===== config.mk =====
export PLATFORM = sky130hd
export DESIGN_NAME = i2c_stat_irq
export DESIGN_NICKNAME = d
export VERILOG_FILES = /design/src/rtl/i2c_stat_pkg.sv /design/src/rtl/i2c_flag_cell.sv /design/src/rtl/i2c_addr_clr_seq.sv /design/src/rtl/i2c_irq_combine.sv /design/src/rtl/i2c_stat_irq.sv
export SDC_FILE = /design/constraint.sdc
export NUM_CORES = 1
export LEC_CHECK = 0
export CORE_AREA = 2 2 39 41
export CTS_CLUSTER_DIAMETER = 120
export DETAILED_ROUTE_END_ITERATION = 8
export DIE_AREA = 0 0 41 43
export DONT_BUFFER_PORTS = 1
export GPL_TIMING_DRIVEN = 0
export PLACE_DENSITY = 0.76
export SLEW_MARGIN = 5
export SYNTH_ARGS = -nofsm -noshare
export SYNTH_HDL_FRONTEND = slang
export SYNTH_SLANG_ARGS = --single-unit

===== constraint.sdc =====
create_clock -name clk -period 0.95 [get_ports clk]
set_input_delay 0 -clock clk [delete_from_list [all_inputs] [get_ports clk]]
set_output_delay 0 -clock clk [all_outputs]
set_load 0.05 [all_outputs]

===== src/rtl/i2c_stat_pkg.sv =====
package i2c_stat_pkg;
  localparam int REG_W = 16;
  localparam int SEL_W = 2;

  // flag storage indices
  localparam int F_SB   = 0;
  localparam int F_ADDR = 1;
  localparam int F_BTF  = 2;
  localparam int F_TXE  = 3;
  localparam int F_RXNE = 4;
  localparam int F_BERR = 5;
  localparam int F_ARLO = 6;
  localparam int F_AF   = 7;
  localparam int F_BUSY = 8;
  localparam int NFLAG  = 9;

  // software-visible bit positions
  localparam int B_SB = 0, B_ADDR = 1, B_BTF = 2, B_RXNE = 6, B_TXE = 7;
  localparam int B_BERR = 8, B_ARLO = 9, B_AF = 10;
  localparam int B_BUSY = 1;
  localparam int B_EN_ERR = 8, B_EN_EVT = 9, B_EN_BUF = 10;

  typedef enum logic [SEL_W-1:0] {
    SEL_CTRL = 2'd0,
    SEL_DATA = 2'd1,
    SEL_STA  = 2'd2,
    SEL_STB  = 2'd3
  } reg_sel_e;
endpackage


===== src/rtl/i2c_flag_cell.sv =====
module i2c_flag_cell (
  input  logic clk,
  input  logic rst_n,
  input  logic set_p,
  input  logic clr_p,
  output logic q
);
  always_ff @(posedge clk) begin
    if (!rst_n)     q <= 1'b0;
    else if (set_p) q <= 1'b1;
    else if (clr_p) q <= 1'b0;
  end
endmodule


===== src/rtl/i2c_addr_clr_seq.sv =====
module i2c_addr_clr_seq (
  input  logic clk,
  input  logic rst_n,
  input  logic addr_flag,
  input  logic sta_rd,
  input  logic stb_rd,
  output logic addr_clr
);
  logic armed_q;

  always_ff @(posedge clk) begin
    if (!rst_n)                  armed_q <= 1'b0;
    else if (stb_rd)             armed_q <= 1'b0;
    else if (sta_rd && addr_flag) armed_q <= 1'b1;
  end

  assign addr_clr = stb_rd && armed_q;
endmodule


===== src/rtl/i2c_irq_combine.sv =====
module i2c_irq_combine
  import i2c_stat_pkg::*;
(
  input  logic [NFLAG-1:0] flags,
  input  logic             en_evt,
  input  logic             en_buf,
  input  logic             en_err,
  output logic             irq_event,
  output logic             irq_error
);
  logic core_evt, buf_evt, any_err;

  always_comb begin
    core_evt  = flags[F_SB] | flags[F_ADDR] | flags[F_BTF];
    buf_evt   = en_buf & (flags[F_TXE] | flags[F_RXNE]);
    any_err   = flags[F_BERR] | flags[F_ARLO] | flags[F_AF];
    irq_event = en_evt & (core_evt | buf_evt);
    irq_error = en_err & any_err;
  end
endmodule


===== src/rtl/i2c_stat_irq.sv =====
module i2c_stat_irq
  import i2c_stat_pkg::*;
(
  input  logic             clk,
  input  logic             rst_n,
  input  logic             evt_start_sent,
  input  logic             evt_addr_sent,
  input  logic             evt_byte_stall,
  input  logic             evt_tx_empty,
  input  logic             evt_rx_full,
  input  logic             err_nack,
  input  logic             err_arb_lost,
  input  logic             err_bus_fault,
  input  logic             bus_start_det,
  input  logic             bus_stop_det,
  input  logic [SEL_W-1:0] reg_sel,
  input  logic             reg_wr,
  input  logic             reg_rd,
  input  logic [REG_W-1:0] reg_wdata,
  output logic [REG_W-1:0] reg_rdata,
  output logic             irq_event,
  output logic             irq_error
);
  logic [NFLAG-1:0] flg_q, set_v, clr_v;
  logic en_evt_q, en_buf_q, en_err_q;
  logic data_wr, data_rd, sta_wr, sta_rd, stb_rd, ctrl_wr, addr_clr;

  assign data_wr = reg_wr && (reg_sel == SEL_DATA);
  assign data_rd = reg_rd && (reg_sel == SEL_DATA);
  assign sta_wr  = reg_wr && (reg_sel == SEL_STA);
  assign sta_rd  = reg_rd && (reg_sel == SEL_STA);
  assign stb_rd  = reg_rd && (reg_sel == SEL_STB);
  assign ctrl_wr = reg_wr && (reg_sel == SEL_CTRL);

  always_ff @(posedge clk) begin
    if (!rst_n) begin
      en_evt_q <= 1'b0;
      en_buf_q <= 1'b0;
      en_err_q <= 1'b0;
    end else if (ctrl_wr) begin
      en_evt_q <= reg_wdata[B_EN_EVT];
      en_buf_q <= reg_wdata[B_EN_BUF];
      en_err_q <= reg_wdata[B_EN_ERR];
    end
  end

  i2c_addr_clr_seq u_addr_seq (
    .clk      (clk),
    .rst_n    (rst_n),
    .addr_flag(flg_q[F_ADDR]),
    .sta_rd   (sta_rd),
    .stb_rd   (stb_rd),
    .addr_clr (addr_clr)
  );

  always_comb begin
    set_v = '0;
    clr_v = '0;
    set_v[F_SB]   = evt_start_sent;
    set_v[F_ADDR] = evt_addr_sent;
    set_v[F_BTF]  = evt_byte_stall;
    set_v[F_TXE]  = evt_tx_empty;
    set_v[F_RXNE] = evt_rx_full;
    set_v[F_BERR] = err_bus_fault;
    set_v[F_ARLO] = err_arb_lost;
    set_v[F_AF]   = err_nack;
    set_v[F_BUSY] = bus_start_det;
    clr_v[F_SB]   = data_wr;
    clr_v[F_ADDR] = addr_clr;
    clr_v[F_BTF]  = data_wr | data_rd;
    clr_v[F_TXE]  = data_wr;
    clr_v[F_RXNE] = data_rd;
    clr_v[F_BERR] = sta_wr & ~reg_wdata[B_BERR];
    clr_v[F_ARLO] = sta_wr & ~reg_wdata[B_ARLO];
    clr_v[F_AF]   = sta_wr & ~reg_wdata[B_AF];
    clr_v[F_BUSY] = bus_stop_det;
  end

  for (genvar i = 0; i < NFLAG; i++) begin : g_flag
    i2c_flag_cell u_cell (
      .clk  (clk),
      .rst_n(rst_n),
      .set_p(set_v[i]),
      .clr_p(clr_v[i]),
      .q    (flg_q[i])
    );
  end

  always_comb begin
    reg_rdata = '0;
    unique case (reg_sel)
      SEL_CTRL: begin
        reg_rdata[B_EN_EVT] = en_evt_q;
        reg_rdata[B_EN_BUF] = en_buf_q;
        reg_rdata[B_EN_ERR] = en_err_q;
      end
      SEL_STA: begin
        reg_rdata[B_SB]   = flg_q[F_SB];
        reg_rdata[B_ADDR] = flg_q[F_ADDR];
        reg_rdata[B_BTF]  = flg_q[F_BTF];
        reg_rdata[B_RXNE] = flg_q[F_RXNE];
        reg_rdata[B_TXE]  = flg_q[F_TXE];
        reg_rdata[B_BERR] = flg_q[F_BERR];
        reg_rdata[B_ARLO] = flg_q[F_ARLO];
        reg_rdata[B_AF]   = flg_q[F_AF];
      end
      SEL_STB:  reg_rdata[B_BUSY] = flg_q[F_BUSY];
      default:  reg_rdata = '0;
    endcase
  end

  i2c_irq_combine u_irq (
    .flags    (flg_q),
    .en_evt   (en_evt_q),
    .en_buf   (en_buf_q),
    .en_err   (en_err_q),
    .irq_event(irq_event),
    .irq_error(irq_error)
  );
endmodule


==> results.yml <==
logic_synthesis:
  ys_warn_count: 0
  seq_area_frac_synth_pct: 37.21
  async_reset_ff_share_pct: 0
  syn-cell-area_sq_um: 699.4
  synthTopCellsByArea: "dfxtp_1, buf_4, o21ai_0"
  yosysUniqueCellTypes: 24
  netlist_instances: 85
  synth_edf_count: 0
  syn_area_per_cell_sq_um: 8.228
  ys_ff_latch: 13
  synth_top_area_share_pct: 37.21
  yosys.area_share.simple_pct: 28.80
  synth_top_area_cell: "dfxtp_1"
  synthAdderAreaFrac_pct: 0
  muxShareOfSynthArea_pct: 5.725
  synth-compound-area-share_pct: 15.03
  synth_ff_type: "dfxtp_1"
  synth_top_family_by_area: "simple AND/OR/NAND/NOR gates"
  synth_xor_area_share_pct: 0
sta:
  setup_ws_ns: -0.1054
  fin_crit_ns: 1.055
  setup_violations: 6
  maxSlewViolCount: 0
  max_freq_ghz: 0.9475
  grt_setup_unrepaired: "true"
  hold_violations: 0
  finClkSkew_ns: 0.0002269
  min_period_over_period_pct: 111.1
clock_network:
  htree_levels: 1
  clockBufferDepth: 2
  clk_latency_ns: 0.26
  numCtsBuffers: 3
  cts_tree: "yes"
  cts-root-buf: "clkbuf_4"
  path_clk_slew_ns: 0.08
  cts_sinks: 13
die:
  start_util_pct: 50.54
  dieArea_sq_um: 1763
  dieWidth_um: 41
  io_pins: 50
  die_h_um: 43
  row_count: 14
  core_area_sq_um: 1384
route:
  via_per_inst: 5.236
  drtPass1Iterations: 4
  wl_um: 1796
  num_vias: 665
  wire_per_inst_um: 14.14
  drt-initial-drc-count: 6
  ant_nets: 0
  drc: 0
outcome:
  status: "finished, violations left"
  violations: "setup timing"
worst_setup_path:
  crit_chain: "o31a_4"
  start_kind: "flop"
  worstPathMaxFanout: 3
  crit_buf_inv: 0
  critical_path_class: "reg -> out"
  crit_family: "compound AO/OA/AOI/OAI gates"
  critPathMaxStageDelay_ns: 0.43
  crit_slowest_cell: "o31a_4"
  critPathArrivalTime_ns: 1.06
  reg2reg_slack_ns: 0.19
  cp-end-kind: "primary output"
  crit_required_ns: 0.95
global_routing:
  grt_max_degree: 11
  grt_pass1_wl_um: 2615
  antenna_found_initial: 0
  grt_use_total_pct: 21.99
  gr-total-overflow: 0
  grt_pass1_vias: 622
final_layout:
  utilization_pct: 77.22
  insertedDiodeCount: 0
  nets: 144
  drive_gt1_share_pct: 40.54
  area_growth_pct: 52.77
power:
  ir_drop_mv: 0.8252
  power_density_nw_per_um2: 1251
  finalPower_mw: 1.337
  p_leak_nw: 0.4219
worst_hold_path:
  holdCritPathClass: "in -> reg"
placed_design:
  port_buffers: 0
  place.gp.congestion: 0.7175
  hpwl_um: 1087
job:
  max_cap_viol_count: 0
-- stage by stage --
step | cells | cell area [sq um] | hold slack [ns] | setup slack, ns | TNS [ns]
2_1_floorplan | 92 | 739.5 | 0.1086 | 0.03921 | 0
4_1_cts | 127 | 1006 | 0.007368 | -0.1139 | -0.5708
3_5_place_dp | 108 | 759.5 | 0.1283 | -0.02114 | -0.02114
6_report | 127 | 1069 | 0.01631 | -0.1054 | -0.4403
5_1_grt | 127 | 1069 | 0.03926 | -0.1294 | -0.6361
3_3_place_gp | 108 | 759.5 | 0.1192 | -0.01144 | -0.01144
-- report_power, final --
group          total [mW]  switching (mW)  leakage [nW]  internal [mW]
Sequential          0.623          0.0441         0.113          0.579
Clock               0.328           0.166        0.0150          0.162
Combinational       0.386           0.233         0.294          0.152
-- cell usage in the layout, fill, tap and decap left out, drive strengths merged, types with 6 or more instances in the layout --
cell type / instances
dlygate4sd3: 14
dfxtp: 13
buf: 12
o21ai: 10
nor2: 10
conb: 8
nand2: 6
-- sequential cells by signal, indices dropped and copies added, names as in the netlist --
signal / count
g_flag.u_cell.q: 9
en_evt_q: 1
en_err_q: 1
en_buf_q: 1
u_addr_seq.armed_q: 1
-- cells by family (layout without fill, tap and decap cells) --
group                  Yosys count  count (layout)
muxes                            4               4
DFF                             13              13
other                            1               8
AOI/OAI and AO/OA               19              19
and+or+nand+nor                 36              36
buffers and inverters           12              31
-- layer usage --
layer	track usage (%)	share of wire (%)	wire (um)
met3	4.188	7.0	126
met4	8.000	0.61	11
met1	26.49	38	690
met2	36.56	54	968
met5	0	0	0
-- cell usage after synthesis, types with 2 or more instances --
cell,n
buf_4,9
nor3b_1,2
a21oi_1,5
and2_1,5
nor2_1,10
nor2b_1,4
dfxtp_1,13
o21ai_0,10
nand3_1,4
mux2i_1,4
nand2_1,6
-- tightest hold or removal path, cell delays in order --
cell and delay (ns):
nand3b_1 0.08, a21oi_1 0.07, nor2b_1 0.09
-- layout make-up --
cell class	instances	area (sq um)
buffer	12	88.84
clock buffer	4	26.28
fill	103	315.3
multi-input combinational	67	495.5
sequential	13	290.3
tap	16	20.02
timing repair buffer	15	147.6
-- worst paths after layout --
path,to,depth (start not counted),from
max,irq_error,1,g_flag[5].u_cell.q
min,g_flag[0].u_cell.q,3,reg_wr
max reg2reg,en_err_q,3,en_err_q
min reg2reg,u_addr_seq.armed_q,2,u_addr_seq.armed_q
-- what timing repair did --
| action | CTS | global route |
|---|---|---|
| pin swaps | 5 | 5 |
| hold endpoints to repair | 13 | 0 |
| hold buffers | 14 | 0 |
| gates resized for setup | 26 | 17 |
| setup endpoints to repair | 10 | 10 |
| buffers inserted | 1 | 0 |
No activity file was read; power rests on OpenSTA's default activity.
